### config.mk
export PLATFORM = sky130hd
export DESIGN_NAME = tod_update_engine
export DESIGN_NICKNAME = d
export VERILOG_FILES = /design/src/rtl/tod_pkg.sv /design/src/rtl/tod_count.sv /design/src/rtl/tod_seq.sv /design/src/rtl/tod_alarm.sv /design/src/rtl/tod_update_engine.sv
export SDC_FILE = /design/constraint.sdc
export NUM_CORES = 1
export LEC_CHECK = 0
export ABC_CLOCK_PERIOD_IN_PS = 6900
export BUFFER_PORTS_ARGS = -buffer_cell sky130_fd_sc_hd__buf_4
export CAP_MARGIN = 5
export CORE_MARGIN = 3
export CORE_UTILIZATION = 30
export CTS_CLUSTER_SIZE = 24
export DETAILED_ROUTE_END_ITERATION = 6
export PLACE_DENSITY = 0.54
export SLEW_MARGIN = 5
export SYNTH_ARGS = -nofsm -noshare
export SYNTH_HDL_FRONTEND = slang
export SYNTH_SLANG_ARGS = --single-unit
### constraint.sdc
create_clock -name clk -period 6.9 [get_ports clk]
set_clock_uncertainty 0.1 [all_clocks]
set_input_delay 1.38 -clock clk [delete_from_list [all_inputs] [get_ports clk]]
set_output_delay 1.38 -clock clk [all_outputs]
set_load 0.02 [all_outputs]
### src/rtl/tod_pkg.sv
`timescale 1ns/1ps
package tod_pkg;
  localparam logic [2:0] OSC_RUN = 3'b010;
  localparam int NFIELD  = 7;
  localparam int FS_SEC  = 0;
  localparam int FS_MIN  = 1;
  localparam int FS_HOUR = 2;
  localparam int FS_WDAY = 3;
  localparam int FS_MDAY = 4;
  localparam int FS_MON  = 5;
  localparam int FS_YEAR = 6;

  // Six 8-bit calendar fields below the year, indexed by FS_*.
  typedef logic [NFIELD-2:0][7:0] tod_lo_t;

  function automatic logic [7:0] bcd_to_bin(input logic [7:0] b, input logic bin);
    return bin ? b : (8'(b[7:4]) * 8'd10) + {4'd0, b[3:0]};
  endfunction

  function automatic logic [7:0] bin_to_bcd(input logic [7:0] v, input logic bin);
    logic [7:0] tens, ones;
    tens = v / 8'd10;
    ones = v % 8'd10;
    return bin ? v : {tens[3:0], ones[3:0]};
  endfunction

  function automatic logic [7:0] decode_field(input logic [2:0] f, input logic [7:0] b,
                                              input logic bin, input logic h24);
    logic [7:0] v;
    case (f)
      3'd2: begin
        v = bcd_to_bin({1'b0, b[6:0]}, bin);
        if (!h24 && b[7]) v = v + 8'd12;
      end
      3'd5:    v = bcd_to_bin(b, bin) - 8'd1;
      default: v = bcd_to_bin(b, bin);
    endcase
    return v;
  endfunction

  function automatic logic [7:0] encode_hour(input logic [7:0] h, input logic bin,
                                             input logic h24);
    if (h24) return bin_to_bcd(h, bin);
    return bin_to_bcd(h % 8'd12, bin) | ((h >= 8'd12) ? 8'h80 : 8'h00);
  endfunction

  function automatic logic leap_year(input logic [15:0] y);
    return (y % 16'd4 == 16'd0) && ((y % 16'd100 != 16'd0) || (y % 16'd400 == 16'd0));
  endfunction

  function automatic logic [7:0] days_in_month(input logic [7:0] mon0, input logic lp);
    case (mon0)
      8'd1:                      return lp ? 8'd29 : 8'd28;
      8'd3, 8'd5, 8'd8, 8'd10:   return 8'd30;
      default:                   return 8'd31;
    endcase
  endfunction
endpackage

### src/rtl/tod_count.sv
`timescale 1ns/1ps
module tod_count
  import tod_pkg::*;
#(
  parameter int YEAR_W = 9
) (
  input  logic              clk,
  input  logic              rst_n,
  input  logic              step,
  input  logic [NFIELD-1:0] ld_mask,
  input  tod_lo_t           ld_lo,
  input  logic [YEAR_W-1:0] ld_year,
  output tod_lo_t           cur_lo,
  output logic [YEAR_W-1:0] cur_year
);
  tod_lo_t           nxt_lo;
  logic [YEAR_W-1:0] nxt_year;
  logic [8:0]        inc_sec, inc_min, inc_hour, inc_mday;
  logic [7:0]        inc_wday, inc_mon, dim;

  always_comb begin
    nxt_lo   = cur_lo;
    nxt_year = cur_year;
    inc_sec  = {1'b0, cur_lo[FS_SEC]}  + 9'd1;
    inc_min  = {1'b0, cur_lo[FS_MIN]}  + 9'd1;
    inc_hour = {1'b0, cur_lo[FS_HOUR]} + 9'd1;
    inc_mday = {1'b0, cur_lo[FS_MDAY]} + 9'd1;
    inc_wday = cur_lo[FS_WDAY] + 8'd1;
    inc_mon  = cur_lo[FS_MON]  + 8'd1;
    dim      = days_in_month(cur_lo[FS_MON], leap_year(16'(cur_year)));
    if (step) begin
      if (inc_sec < 9'd60) nxt_lo[FS_SEC] = inc_sec[7:0];
      else begin
        nxt_lo[FS_SEC] = 8'd0;
        if (inc_min < 9'd60) nxt_lo[FS_MIN] = inc_min[7:0];
        else begin
          nxt_lo[FS_MIN] = 8'd0;
          if (inc_hour < 9'd24) nxt_lo[FS_HOUR] = inc_hour[7:0];
          else begin
            nxt_lo[FS_HOUR] = 8'd0;
            nxt_lo[FS_WDAY] = (inc_wday >= 8'd7) ? 8'd0 : inc_wday;
            if (inc_mday > {1'b0, dim}) begin
              nxt_lo[FS_MDAY] = 8'd1;
              if (inc_mon >= 8'd12) begin
                nxt_lo[FS_MON] = 8'd0;
                nxt_year       = cur_year + 1'b1;
              end else begin
                nxt_lo[FS_MON] = inc_mon;
              end
            end else begin
              nxt_lo[FS_MDAY] = inc_mday[7:0];
            end
          end
        end
      end
    end
    for (int i = 0; i < NFIELD-1; i++)
      if (ld_mask[i]) nxt_lo[i] = ld_lo[i];
    if (ld_mask[FS_YEAR]) nxt_year = ld_year;
  end

  always_ff @(posedge clk or negedge rst_n) begin
    if (!rst_n) begin
      cur_lo          <= '0;
      cur_lo[FS_MDAY] <= 8'd1;
      cur_year        <= '0;
    end else begin
      cur_lo   <= nxt_lo;
      cur_year <= nxt_year;
    end
  end

  // without an accepted step or a load the count does not move
  assert_count_idle_R1: assert property (@(posedge clk) disable iff (!rst_n)
    (!step && ld_mask == '0) |=> ($stable(cur_lo) && $stable(cur_year)));
  // every step changes the seconds field
  assert_sec_moves_R3: assert property (@(posedge clk) disable iff (!rst_n)
    (step && ld_mask == '0) |=> (cur_lo[FS_SEC] != $past(cur_lo[FS_SEC])));
endmodule

### src/rtl/tod_seq.sv
`timescale 1ns/1ps
module tod_seq
  import tod_pkg::*;
#(
  parameter int TICK_DELAY = 8
) (
  input  logic       clk,
  input  logic       rst_n,
  input  logic       sec_pulse,
  input  logic       tick,
  input  logic [2:0] osc_sel,
  input  logic       hold,
  output logic       step,
  output logic       finish,
  output logic       uip
);
  localparam int CW = $clog2(TICK_DELAY + 1);
  localparam logic [CW-1:0] LAST = CW'(TICK_DELAY - 1);

  logic          busy, busy_n, uip_n;
  logic [CW-1:0] cnt, cnt_n;

  assign step   = !busy && sec_pulse && (osc_sel == OSC_RUN);
  assign finish = busy && tick && (cnt == LAST);

  always_comb begin
    busy_n = busy;
    cnt_n  = cnt;
    uip_n  = uip;
    if (step) begin
      busy_n = 1'b1;
      cnt_n  = '0;
      uip_n  = 1'b1;
    end else if (busy && tick) begin
      cnt_n = cnt + 1'b1;
      if (finish) begin
        busy_n = 1'b0;
        uip_n  = 1'b0;
      end
    end
    if (hold) uip_n = 1'b0;
  end

  always_ff @(posedge clk or negedge rst_n) begin
    if (!rst_n) begin
      busy <= 1'b0;
      cnt  <= '0;
      uip  <= 1'b0;
    end else begin
      busy <= busy_n;
      cnt  <= cnt_n;
      uip  <= uip_n;
    end
  end

  assert_uip_hold_R9: assert property (@(posedge clk) disable iff (!rst_n)
    hold |=> !uip);
  assert_uip_source_R2: assert property (@(posedge clk) disable iff (!rst_n)
    $rose(uip) |-> $past(sec_pulse));
  assert_uip_end_R2: assert property (@(posedge clk) disable iff (!rst_n)
    finish |=> !uip);
endmodule

### src/rtl/tod_alarm.sv
`timescale 1ns/1ps
module tod_alarm
  import tod_pkg::*;
(
  input  logic [7:0] cur_sec,
  input  logic [7:0] cur_min,
  input  logic [7:0] cur_hour,
  input  logic [7:0] a_sec,
  input  logic [7:0] a_min,
  input  logic [7:0] a_hour,
  input  logic       bin,
  output logic       match
);
  logic hit_s, hit_m, hit_h;

  assign hit_s = (&a_sec[7:6])  || (bcd_to_bin(a_sec, bin)  == cur_sec);
  assign hit_m = (&a_min[7:6])  || (bcd_to_bin(a_min, bin)  == cur_min);
  assign hit_h = (&a_hour[7:6]) || (bcd_to_bin(a_hour, bin) == cur_hour);
  assign match = hit_s && hit_m && hit_h;
endmodule

### src/rtl/tod_update_engine.sv
`timescale 1ns/1ps
module tod_update_engine
  import tod_pkg::*;
#(
  parameter int YEAR_W     = 9,
  parameter int TICK_DELAY = 8
) (
  input  logic       clk,
  input  logic       rst_n,
  input  logic       sec_pulse,
  input  logic       tick_32k,
  input  logic [2:0] osc_sel,
  input  logic       hold,
  input  logic       bin_mode,
  input  logic       h24_mode,
  input  logic       alarm_en,
  input  logic       upd_en,
  input  logic       wr_en,
  input  logic [2:0] wr_sel,
  input  logic [7:0] wr_data,
  input  logic [7:0] alarm_sec,
  input  logic [7:0] alarm_min,
  input  logic [7:0] alarm_hour,
  output logic [7:0] t_sec,
  output logic [7:0] t_min,
  output logic [7:0] t_hour,
  output logic [7:0] t_wday,
  output logic [7:0] t_mday,
  output logic [7:0] t_mon,
  output logic [7:0] t_year,
  output logic       uip,
  output logic       alarm_pulse,
  output logic       upd_pulse
);
  logic [NFIELD-1:0][7:0] tbyte, tbyte_n, enc, src_b, dec_b;
  logic [NFIELD-1:0]      ld_mask;
  tod_lo_t                ld_lo, cur_lo;
  logic [YEAR_W-1:0]      ld_year, cur_year, yr_mod;
  logic                   step, finish, match, hold_q, hold_fall;
  logic                   alarm_n, upd_n;

  assign hold_fall = hold_q && !hold;

  tod_seq #(.TICK_DELAY(TICK_DELAY)) u_seq (
    .clk(clk), .rst_n(rst_n), .sec_pulse(sec_pulse), .tick(tick_32k),
    .osc_sel(osc_sel), .hold(hold), .step(step), .finish(finish), .uip(uip)
  );

  for (genvar g = 0; g < NFIELD; g++) begin : g_fld
    assign src_b[g] = hold_fall ? tbyte[g] : wr_data;
    assign dec_b[g] = decode_field(3'(g), src_b[g], bin_mode, h24_mode);
    if (g < NFIELD-1) begin : g_lo
      assign ld_lo[g] = dec_b[g];
    end else begin : g_yr
      assign ld_year = YEAR_W'(dec_b[g]);
    end
  end

  always_comb begin
    ld_mask = '0;
    if (hold_fall) ld_mask = '1;
    else if (wr_en && !hold && wr_sel != 3'd7) ld_mask = NFIELD'(1) << wr_sel;
  end

  tod_count #(.YEAR_W(YEAR_W)) u_count (
    .clk(clk), .rst_n(rst_n), .step(step), .ld_mask(ld_mask), .ld_lo(ld_lo),
    .ld_year(ld_year), .cur_lo(cur_lo), .cur_year(cur_year)
  );

  tod_alarm u_alarm (
    .cur_sec(cur_lo[FS_SEC]), .cur_min(cur_lo[FS_MIN]), .cur_hour(cur_lo[FS_HOUR]),
    .a_sec(alarm_sec), .a_min(alarm_min), .a_hour(alarm_hour),
    .bin(bin_mode), .match(match)
  );

  assign yr_mod = cur_year % YEAR_W'(100);

  always_comb begin
    enc[FS_SEC]  = bin_to_bcd(cur_lo[FS_SEC], bin_mode);
    enc[FS_MIN]  = bin_to_bcd(cur_lo[FS_MIN], bin_mode);
    enc[FS_HOUR] = encode_hour(cur_lo[FS_HOUR], bin_mode, h24_mode);
    enc[FS_WDAY] = bin_to_bcd(cur_lo[FS_WDAY], bin_mode);
    enc[FS_MDAY] = bin_to_bcd(cur_lo[FS_MDAY], bin_mode);
    enc[FS_MON]  = bin_to_bcd(cur_lo[FS_MON] + 8'd1, bin_mode);
    enc[FS_YEAR] = bin_to_bcd(8'(yr_mod), bin_mode);
  end

  always_comb begin
    for (int i = 0; i < NFIELD; i++) begin
      if (wr_en && wr_sel == 3'(i)) tbyte_n[i] = wr_data;
      else if (finish && !hold)     tbyte_n[i] = enc[i];
      else                          tbyte_n[i] = tbyte[i];
    end
    alarm_n = finish && alarm_en && match;
    upd_n   = finish && upd_en;
  end

  always_ff @(posedge clk or negedge rst_n) begin
    if (!rst_n) begin
      tbyte          <= '0;
      tbyte[FS_MDAY] <= 8'h01;
      tbyte[FS_MON]  <= 8'h01;
      hold_q         <= 1'b0;
      alarm_pulse    <= 1'b0;
      upd_pulse      <= 1'b0;
    end else begin
      tbyte       <= tbyte_n;
      hold_q      <= hold;
      alarm_pulse <= alarm_n;
      upd_pulse   <= upd_n;
    end
  end

  assign t_sec  = tbyte[FS_SEC];
  assign t_min  = tbyte[FS_MIN];
  assign t_hour = tbyte[FS_HOUR];
  assign t_wday = tbyte[FS_WDAY];
  assign t_mday = tbyte[FS_MDAY];
  assign t_mon  = tbyte[FS_MON];
  assign t_year = tbyte[FS_YEAR];

  assert_copy_frozen_R9: assert property (@(posedge clk) disable iff (!rst_n)
    (hold && !wr_en) |=> $stable(tbyte));
  assert_alarm_gate_R7: assert property (@(posedge clk) disable iff (!rst_n)
    alarm_pulse |-> $past(alarm_en));
  assert_upd_gate_R8: assert property (@(posedge clk) disable iff (!rst_n)
    upd_pulse |-> ($past(upd_en) && !uip));
endmodule

==> reports/qor.csv, run 1 <==
metric,value,unit
Final period util,0.908,
drt pass-1 iters,7,
Setup TNS,0,ps
Post-Synthesis Net Count,2320,
# Post-CTS Setup Buffers,0,
Die Width,236,um
Worst Path Max Fanout,19,
number of global-route vias before repair,14900,
Setup crit end kind,flop,
Leak,7.35,nW
gpl congestion,0.862,
Core Box Area,51800,um2
largest area contributor in the netlist,dfrtp_1,
post-cts hold buffer count,0,
synthesized instance count,2144,
WP data required,7090,ps
CTS tree,built,
RSZ-0062 raised after global routing,false,
Tmin final,6270,ps
input/output buffers,106,
DRC,0,
Overflow after GRT,0,
H-tree levels,4,
latest clock arrival within the worst-skew pair,450,ps
DPL Wire Length,39000,um
All-Layer GR Usage,0.184,
Starting Density,0.306,
Worst Slack Setup Final,634,ps
"Seq/Total Area, Yosys",0.193,
row cnt,83,
prevailing post-synth register cell,dfrtp_1,
"antenna viol nets, final",0,
share of the synthesized area in the top cell type,0.188,
register bit total from synthesis,122,
Crit Path Category,reg2reg,
worst slew pin tran,1170,ps
Layout Nets,2306,
Post-Route WL,53100,um
Peak VDD IR,0.000211,V
Syn. warnings,0,
# resized after CTS,0,
critical path arrival,6450,ps
Mapped Area,15900,um2
"Setup violations, final",0,
WL/cell,18.8,um
layout cells sized above 1,0.103,
top post-synthesis cells by area,"dfrtp_1 19%, ha_1 8.6%, a21oi_1 6.2%, o21ai_0 5.8%, xnor2_1 5.4%",
Clock Tree Buf Depth,2,
Critical Path Start Type,flop,
Synth cell types,102,
antenna violations before repair,1,
first-pass GRT wire length,83800,um
CTS root buf,clkbuf_16,
Top Ports,107,
"Clk pin slew, worst setup/hold paths",60,ps
Post-synth EDFFs,0,
CTS Buf Count,17,
post-synthesis to final-layout area growth,11.6,%
Iter 0 DRT Violations,1230,
Num Clock Sinks,122,
Power Dens Cells,348,nW/um2
Avg Inst Size Synth,7.40,um2
die area,55700,um2
total number of vias,16000,
Slew headroom,0.207,
status,"complete, no violations",
via/cell ratio,5.68,
fmax,160,MHz
Final Hold Viols,0,
Async SR Flop Fraction,1.00,
max-cap viol count,0,
pre-CTS WS,663,ps
largest net degree at the start of global routing,77,
Die Ht,236,um
Min-Delay Path Class,reg2reg,
Slew Limit Fails,0,
[worst max-delay path: stages, from the launching register on]
cell and delay [ps]:
dfrtp_1 590, nor3_2 370, nor2_1 80, ha_1 330
nand2b_1 210, o21ai_2 330, and2_1 380, xnor2_2 180
or3b_2 480, mux2i_1 140, mux2i_1 80, o21ai_0 190
nand3_1 180, a31oi_1 210, o21bai_1 80, ha_1 180
inv_1 50, a21oi_1 50, o211a_1 190, o21ai_0 230
nand2b_1 300, nor2b_1 450, nand3_1 170, nor4_1 300
xnor2_1 160, o21ai_1 70
[per-layer routing]
| layer | vias up | GRT usage | routed length [um] | share of wire |
|---|---|---|---|---|
| met5 | - | 0 | 0 | 0 |
| met2 | 497 | 0.298 | 24400 | 0.46 |
| li1 | 7755 | - | - | - |
| met3 | 45 | 0.0367 | 3740 | 0.070 |
| met4 | 0 | 0.0319 | 594 | 0.011 |
| met1 | 7736 | 0.256 | 24400 | 0.46 |
[layout by cell type, fill, tap and decap left out, types with 11 or more instances in the layout]
cell / Yosys / routed
inv_1: 88 / 88
or3_1: 19 / 19
mux2i_1: 49 / 49
a31oi_1: 28 / 28
xor2_1: 42 / 42
o211ai_1: 29 / 29
nor3_1: 53 / 53
nor2b_1: 50 / 49
o31ai_1: 15 / 15
nand3_1: 66 / 66
o21a_1: 11 / 11
nand2_1: 192 / 192
o21ai_0: 185 / 185
dfrtp_1: 119 / 119
nor4_1: 17 / 17
nand2b_1: 36 / 36
xnor2_1: 97 / 97
ha_1: 109 / 109
a21oi_1: 196 / 196
and2_1: 15 / 15
fa_1: 19 / 19
buf_4: 1 / 128
o22ai_1: 17 / 17
o311ai_0: 12 / 12
clkbuf_16: 0 / 17
a211oi_1: 33 / 33
nor2_1: 180 / 179
and3_1: 14 / 14
nand4_1: 17 / 17
or2_2: 12 / 12
a21o_1: 54 / 54
[metrics by stage]
stage | util | power [mW] | area (um2) | hold WS, ps | instances
global route | 0.341 | 6.65 | 17700 | 439 | 2823
CTS | 0.341 | 6.13 | 17700 | 415 | 2823
floorplan | - | 4.07 | 15900 | 361 | 2144
finish | 0.341 | 6.15 | 17700 | 407 | 2824
global placement | 0.329 | 5.04 | 17100 | 383 | 2791
detailed placement | 0.329 | 5.11 | 17100 | 402 | 2791
[flip-flops by register name (all words and copies together), names as in the netlist]
| name | flops |
|---|---|
| alarm_pulse | 1 |
| t_year | 8 |
| u_seq.uip | 1 |
| u_count.cur_year | 9 |
| u_seq.cnt | 4 |
| t_min | 8 |
| t_mon | 8 |
| u_seq.busy | 1 |
| t_sec | 8 |
| t_mday | 8 |
| t_wday | 8 |
| hold_q | 1 |
| u_count.cur_lo | 48 |
| t_hour | 8 |
| upd_pulse | 1 |
[kinds of logic (layout without fill, tap and decap cells)]
logic type | after synthesis | count (layout) | share of synthesized area
mux | 60 | 60 | 0.0387
other cells | 0 | 1 | 0
compound gates | 713 | 713 | 0.290
xor+xnor | 142 | 142 | 0.0802
fa+ha+maj | 134 | 134 | 0.114
simple gates | 721 | 721 | 0.223
buf+inv | 252 | 251 | 0.0614
flops | 122 | 122 | 0.193
[cells in the mapped netlist, types with 11 or more instances]
cell	number
xor2_1	42
nor3_1	53
o31ai_1	15
nand2b_1	36
o21a_1	11
o21ai_0	185
o311ai_0	12
o22ai_1	17
a21oi_1	196
fa_1	19
buf_1	22
and3_1	14
or3_1	19
o211ai_1	29
xnor2_1	97
nand4_1	17
a211oi_1	33
nor2b_1	50
nor2_1	180
clkbuf_1	125
nand3_1	66
buf_2	13
a31oi_1	28
nand2_1	192
a21o_1	54
inv_1	88
or2_2	12
nor4_1	17
mux2i_1	49
dfrtp_1	119
ha_1	109
and2_1	15
[final cells by class]
| type | count | area [um2] |
|---|---|---|
| tap | 680 | 851 |
| sequential | 122 | 3060 |
| inverter | 90 | 338 |
| antenna | 1 | 2.50 |
| timing repair buffer | 129 | 972 |
| clock inverter | 12 | 171 |
| fill | 5482 | 34100 |
| clock buffer | 20 | 457 |
| multi-input combinational | 1770 | 11800 |
[power by group]
| group | switching [mW] | internal [mW] |
|---|---|---|
| clock | 0.379 | 0.621 |
| combinational | 2.09 | 1.52 |
| sequential | 0.596 | 0.944 |
[worst paths after layout]
| path | start | end | slack, ps | depth (start not counted) |
|---|---|---|---|---|
| max | u_count.cur_year[4]$_DFFE_PN0P_ | u_count.cur_year[7]$_DFFE_PN0P_ | 630 | 25 |
| min | u_seq.busy$_DFFE_PN0P_ | u_seq.busy$_DFFE_PN0P_ | 410 | 2 |
| max reg2reg | u_count.cur_year[4]$_DFFE_PN0P_ | u_count.cur_year[7]$_DFFE_PN0P_ | 630 | 25 |
| min reg2reg | u_seq.busy$_DFFE_PN0P_ | u_seq.busy$_DFFE_PN0P_ | 410 | 2 |
| max in group asynchronous | rst_n | u_count.cur_lo[12]$_DFFE_PN0P_ | 4500 | 2 |
| min in group asynchronous | rst_n | u_count.cur_year[8]$_DFFE_PN0P_ | 790 | 1 |
No activity file was read; power rests on OpenSTA's default activity.
==> run 2, diff against run 1 <==
--- a/config.mk
+++ b/config.mk
@@ -5,6 +5,7 @@
 export SDC_FILE = /design/constraint.sdc
 export NUM_CORES = 1
 export LEC_CHECK = 0
+export ABC_AREA = 1
 export ABC_CLOCK_PERIOD_IN_PS = 6900
 export BUFFER_PORTS_ARGS = -buffer_cell sky130_fd_sc_hd__buf_4
 export CAP_MARGIN = 5
@@ -12,8 +13,9 @@
 export CORE_UTILIZATION = 30
 export CTS_CLUSTER_SIZE = 24
 export DETAILED_ROUTE_END_ITERATION = 6
-export PLACE_DENSITY = 0.54
+export PLACE_DENSITY = 0.55
 export SLEW_MARGIN = 5
 export SYNTH_ARGS = -nofsm -noshare
 export SYNTH_HDL_FRONTEND = slang
 export SYNTH_SLANG_ARGS = --single-unit
+export TNS_END_PERCENT = 50
==> reports/qor.csv, run 2 <==
metric,value,unit,change
Post-Route WL,46700,um,-12%
number of global-route vias before repair,13600,,-9.2%
prevailing post-synth register cell,dfrtp_1,,
Worst Hold Depth,2,,unchanged
"most common cell after layout, fill and taps aside",nand2_1,,
antenna violations before repair,0,,-1
"Clk pin slew, worst setup/hold paths",60,ps,about the same
largest register by flop count,u_count.cur_lo,,
biggest regs,"u_count.cur_lo (48), u_count.cur_year (9)",,
layout cells sized above 1,0.104,,+0.00158
WP data required,7170,ps,+80 ps
flop2flop setup slack,1350,ps,+720 ps
top post-synthesis cells by area,"dfrtp_1 22%, nand2_1 12%, ha_1 9.9%, inv_1 8.7%, o21ai_0 7.5%",,
fin util,0.351,,+0.00966
RSZ-0062 raised after global routing,false,,
Core Box Area,44800,um2,-14%
status,"complete, no violations",,
DPL Wire Length,36600,um,-6.2%
Peak VDD IR,0.000212,V,+0.27%
row cnt,77,,-7.2%
Slew Limit Fails,0,,unchanged
"antenna viol nets, final",0,,unchanged
Syn. warnings,0,,unchanged
worst reg-to-reg path cell count,33,,+32%
via/cell ratio,5.16,,-9.2%
Slew headroom,0.401,,+0.194
Mapped Area,13800,um2,-13%
largest area contributor in the netlist,dfrtp_1,,
# resized after CTS,0,,unchanged
Leak,7.89,nW,+7.4%
Starting Density,0.308,,+0.00182
first-pass GRT wire length,73700,um,-12%
max-cap viol count,0,,unchanged
H-tree levels,4,,unchanged
CTS root buf,clkbuf_16,,
gpl congestion,0.886,,+2.7%
Final Hold Viols,0,,unchanged
Top Ports,107,,unchanged
Tmin final,5550,ps,-721 ps
family with the most delay on the worst path,simple AND/OR/NAND/NOR gates,,
latest clock arrival within the worst-skew pair,450,ps,about the same
Die Ht,220,um,-6.6%
Power Dens Cells,384,nW/um2,+10%
Setup TNS,0,ps,unchanged
max reg flops,48,,unchanged
All-Layer GR Usage,0.193,,+0.00890
Crit Path Category,reg2reg,,
Clock Tree Buf Depth,2,,unchanged
Num Clock Sinks,122,,unchanged
slowest CP cell,dfrtp_1,,
DRC,0,,unchanged
stages on the worst setup path,33,,+32%
post-route cell area,15700,um2,-11%
most common library cells after synthesis,"447 x nand2_1, 320 x inv_1, 206 x o21ai_0",,
fmax,180,MHz,+13%
post-place instance area,15200,um2,-11%
synthesized instance count,2074,,-3.3%
Overflow after GRT,0,,unchanged
"Seq/Total Area, Yosys",0.222,,+0.0289
drt pass-1 iters,5,,-2
"Setup violations, final",0,,unchanged
die area,48600,um2,-13%
CTS Buf Count,17,,unchanged
Iter 0 DRT Violations,1088,,-12%
worst slew pin tran,889,ps,-281 ps
"count leader, synth",nand2_1,,
WL/cell,16.9,um,-10%
CTS tree,built,,
input/output buffers,106,,unchanged
CP most frequent cell,inv_1,,
Final period util,0.804,,-0.104
Setup crit end kind,flop,,
CP Buf/Inv Count,7,,+6
Worst Path Max Fanout,13,,-6
Critical Path Start Type,flop,,
critical path arrival,5810,ps,-640 ps
share of the synthesized area in the top cell type,0.216,,+0.0281
post-synthesis to final-layout area growth,14.0,%,
# Post-CTS Setup Buffers,0,,unchanged
Layout Nets,2332,,+1.1%
Post-synth EDFFs,0,,unchanged
Synth cell types,68,,-33%
register bit total from synthesis,122,,unchanged
total number of vias,14200,,-11%
"commonest cells after routing, fill and taps aside","447 x nand2_1, 320 x inv_1, 206 x o21ai_0",,
Post-Synthesis Net Count,2250,,-3.0%
Avg Inst Size Synth,6.65,um2,-10%
crit-path max cell delay,500,ps,-90 ps
Async SR Flop Fraction,1.00,,unchanged
Min-Delay Path Class,reg2reg,,
post-cts hold buffer count,0,,unchanged
largest net degree at the start of global routing,66,,-14%
Die Width,220,um,-6.6%
ant diodes,0,,-1
==> run 2: cell count changes after synthesis, moves of 33 or more <==
cell      change
xor2_1       +44
inv_1       +232
nand2b_1     -36
nor3_1       -33
xnor2_1      -75
a21oi_1     -100
nor2b_1      -50
clkbuf_1     -86
nand2_1     +255
a21o_1       -51
a211oi_1     -33
mux2i_1      -45
nand3_1      +43
==> run 2: path summary, 6_finish.rpt <==
kind | startpoint | endpoint
worst max-delay path | u_count.cur_year[6]$_DFFE_PN0P_ | u_count.cur_year[1]$_DFFE_PN0P_
worst min-delay path | t_sec[2]$_DFFE_PN0P_ | t_sec[2]$_DFFE_PN0P_
worst max register to register | u_count.cur_year[6]$_DFFE_PN0P_ | u_count.cur_year[1]$_DFFE_PN0P_
worst min register to register | t_sec[2]$_DFFE_PN0P_ | t_sec[2]$_DFFE_PN0P_
max in group asynchronous | rst_n | t_wday[2]$_DFFE_PN0P_
min in group asynchronous | rst_n | t_hour[6]$_DFFE_PN0P_
==> run 2: where the power goes <==
part | internal, mW | switching, mW
registers | 0.978 | 0.368
clock network | 0.506 | 0.346
logic | 1.39 | 2.45
==> run 2: final cells by class <==
cell class,count,area (um2)
fill,4836,29100
multi-input combinational,1561,9250
inverter,340,1280
clock inverter,9,75.1
tap,592,741
timing repair buffer,114,860
sequential,122,3060
clock buffer,22,464
==> run 2: through the flow <==
| step | instances | power, mW | setup slack [ps] | hold WS [ps] |
|---|---|---|---|---|
| 3_5_place_dp | 2729 | 5.17 | 1320 | 426 |
| 3_3_place_gp | 2729 | 5.11 | 1410 | 406 |
| 2_1_floorplan | 2074 | 4.05 | 2090 | 389 |
| 5_1_grt | 2760 | 6.65 | 844 | 476 |
| 6_report | 2760 | 6.04 | 1350 | 440 |
| 4_1_cts | 2760 | 6.06 | 1290 | 441 |
==> run 2: worst reg2reg max path, delay by kind of cell (launching register included) <==
family | cells | cell delay (ps)
simple gates | 17 | 2060
compound gates | 7 | 1350
buf+inv | 7 | 910
fa+ha+maj | 2 | 560
flops | 1 | 500
==> run 2: per-layer routing <==
layer | wire length, um | part of all wire | GRT usage | vias to the layer above
met3 | 3270 | 0.070 | 0.0367 | 61
met1 | 21400 | 0.46 | 0.263 | 6703
met5 | 0 | 0 | 0 | -
met2 | 21000 | 0.45 | 0.314 | 421
li1 | - | - | - | 7043
met4 | 1060 | 0.023 | 0.0515 | 0
==> run 2: cells by family (layout without fill, tap and decap cells) <==
logic type	Yosys count	after routing	share of synthesized area
and+or+nand+nor	845	845	0.267
AOI/OAI and AO/OA	474	474	0.204
buffers and inverters	391	485	0.108
adders and majority gates	128	128	0.126
DFF	122	122	0.222
xor gates and xnor gates	109	109	0.0698
muxes	5	5	0.00372
==> run 3, diff against run 2 <==
--- a/config.mk
+++ b/config.mk
@@ -5,15 +5,15 @@
 export SDC_FILE = /design/constraint.sdc
 export NUM_CORES = 1
 export LEC_CHECK = 0
-export ABC_AREA = 1
-export ABC_CLOCK_PERIOD_IN_PS = 6900
+export ABC_AREA = 0
+export ABC_CLOCK_PERIOD_IN_PS = 5400
 export BUFFER_PORTS_ARGS = -buffer_cell sky130_fd_sc_hd__buf_4
 export CAP_MARGIN = 5
 export CORE_MARGIN = 3
 export CORE_UTILIZATION = 30
 export CTS_CLUSTER_SIZE = 24
 export DETAILED_ROUTE_END_ITERATION = 6
-export PLACE_DENSITY = 0.55
+export PLACE_DENSITY = 0.54
 export SLEW_MARGIN = 5
 export SYNTH_ARGS = -nofsm -noshare
 export SYNTH_HDL_FRONTEND = slang
==> constraint.sdc (replaced) <==
create_clock -name clk -period 5.4 [get_ports clk]
set_clock_uncertainty 0.1 [all_clocks]
set_input_delay 1.08 -clock clk [delete_from_list [all_inputs] [get_ports clk]]
set_output_delay 1.08 -clock clk [all_outputs]
set_load 0.02 [all_outputs]
==> reports/qor.csv, run 3 (synthesized netlist as in run 1, its figures left out) <==
metric,value,unit,change
worst slew pin tran,993,ps,+104 ps
Leak,7.50,nW,-4.9%
"antenna viol nets, final",0,,unchanged
Core Box Area,51800,um2,+16%
largest net degree at the start of global routing,92,,+39%
drt pass-1 iters,5,,unchanged
Setup TNS,0,ps,unchanged
input/output buffers,106,,unchanged
Final period util,0.914,,+0.110
Slew headroom,0.336,,-0.0656
Clock Tree Buf Depth,2,,unchanged
Worst Slack Setup Final,467,ps,-887 ps
"Setup violations, final",0,,unchanged
number of global-route vias before repair,14800,,+9.3%
Power Dens Cells,443,nW/um2,+15%
post-route cell area,18000,um2,+14%
Post-Route WL,53000,um,+13%
post-place instance area,17300,um2,+14%
"Clk pin slew, worst setup/hold paths",70,ps,about the same
Layout Nets,2334,,+0.086%
Worst Path Max Fanout,8,,-5
WL/cell,18.6,um,+9.9%
Peak VDD IR,0.000225,V,+6.1%
max-cap viol count,0,,unchanged
biggest regs,"u_count.cur_lo (48), u_count.cur_year (9)",,
total number of vias,16000,,+13%
Num Clock Sinks,122,,unchanged
latest clock arrival within the worst-skew pair,450,ps,about the same
Overflow after GRT,0,,unchanged
CTS root buf,clkbuf_16,,
Crit Path Category,reg2reg,,
WP data required,5580,ps,-1590 ps
Top Ports,107,,unchanged
Final Hold Viols,0,,unchanged
RSZ-0062 raised after global routing,false,,
first-pass GRT wire length,83500,um,+13%
Die Width,236,um,+7.0%
row cnt,83,,+7.8%
via/cell ratio,5.62,,+9.0%
Setup crit end kind,flop,,
largest register by flop count,u_count.cur_lo,,
FILL cells,5425,,+12%
Critical Path Start Type,flop,,
CTS Buf Count,17,,unchanged
H-tree levels,4,,unchanged
layout cells sized above 1,0.117,,+0.0128
max reg flops,48,,unchanged
Tmin final,4930,ps,-613 ps
Slew Limit Fails,0,,unchanged
gpl congestion,0.858,,-3.1%
die area,55700,um2,+15%
All-Layer GR Usage,0.184,,-0.00924
Iter 0 DRT Violations,1393,,+28%
"commonest cells after routing, fill and taps aside","195 x a21oi_1, 192 x nand2_1, 183 x o21ai_0",,
fmax,203,MHz,+12%
CTS tree,built,,
"most common cell after layout, fill and taps aside",a21oi_1,,
post-synthesis to final-layout area growth,13.3,%,
critical path arrival,5120,ps,-690 ps
Min-Delay Path Class,reg2reg,,
Die Ht,236,um,+7.0%
status,"complete, no violations",,
worst hold margin,426,ps,-13.9 ps
fin util,0.347,,-0.00418
DPL Wire Length,39300,um,+7.4%
DRC,0,,unchanged
antenna violations before repair,0,,unchanged
pre-CTS WS,40.3,ps,-1280 ps
Starting Density,0.306,,-0.00182
ant diodes,0,,unchanged
run 3: worst paths after layout:
| check | to | startpoint | slack, ps | cells after the start |
|---|---|---|---|---|
| max | u_count.cur_year[7]$_DFFE_PN0P_ | u_count.cur_year[6]$_DFFE_PN0P_ | 470 | 27 |
| min | u_seq.uip$_DFFE_PN0P_ | u_seq.uip$_DFFE_PN0P_ | 430 | 2 |
| max reg2reg | u_count.cur_year[7]$_DFFE_PN0P_ | u_count.cur_year[6]$_DFFE_PN0P_ | 470 | 27 |
| min reg2reg | u_seq.uip$_DFFE_PN0P_ | u_seq.uip$_DFFE_PN0P_ | 430 | 2 |
| max in group asynchronous | t_mon[0]$_DFFE_PN1P_ | rst_n | 3560 | 2 |
| min in group asynchronous | t_year[3]$_DFFE_PN0P_ | rst_n | 630 | 1 |
run 3: layout make-up:
class	instances	area (um2)	area share
inverters	90	338	0.0188
well taps	680	851	0.0473
clock buffers	20	447	0.0249
repair buffers	157	1180	0.0658
flip-flops and latches	122	3060	0.170
clock inverters	12	220	0.0123
multi-input cells	1770	11900	0.661
run 3: power by group:
group | total [mW] | switching (mW) | internal, mW
sequential | 1.92 | 0.708 | 1.21
clock | 1.33 | 0.460 | 0.875
combinational | 4.72 | 2.73 | 1.99
run 3: metrics by stage:
stage | instances | power (mW)
4_1_cts | 2850 | 7.95
2_1_floorplan | 2144 | 5.20
3_3_place_gp | 2818 | 6.50
5_1_grt | 2851 | 8.63
3_5_place_dp | 2818 | 6.59
6_report | 2851 | 7.97
run 3: critical path, stage by stage (launching register included):
cell and delay (ps):
dfrtp_1 390, nor3_2 200, nor2_1 60, ha_1 320, nand2b_2 240, o21ai_4 190, buf_4 150, a2111oi_4 60
o31a_2 400, o21a_1 130, a31oi_1 180, inv_1 100, nor2_1 160, nand3_2 150, a31oi_1 170, o21bai_1 80
ha_1 180, inv_1 50, a21oi_1 60, o211a_1 210, o21ai_2 180, nand2b_1 90, nor2b_1 120, buf_4 180
nand3_1 130, nor4_2 260, xnor2_1 150, o21ai_1 70
run 3: timing repair:
item                       in CTS  in global routing
hold endpoints to repair        0                  0
setup buffers                   0                  1
hold buffers                    0                  0
setup endpoints to repair       0                 12
gates resized for setup         0                 10
run 3: routing by layer:
layer / GRT usage / part of all wire
met4: 0.0426 / 0.017
met1: 0.255 / 0.46
met3: 0.0462 / 0.072
met2: 0.286 / 0.45
met5: 0 / 0
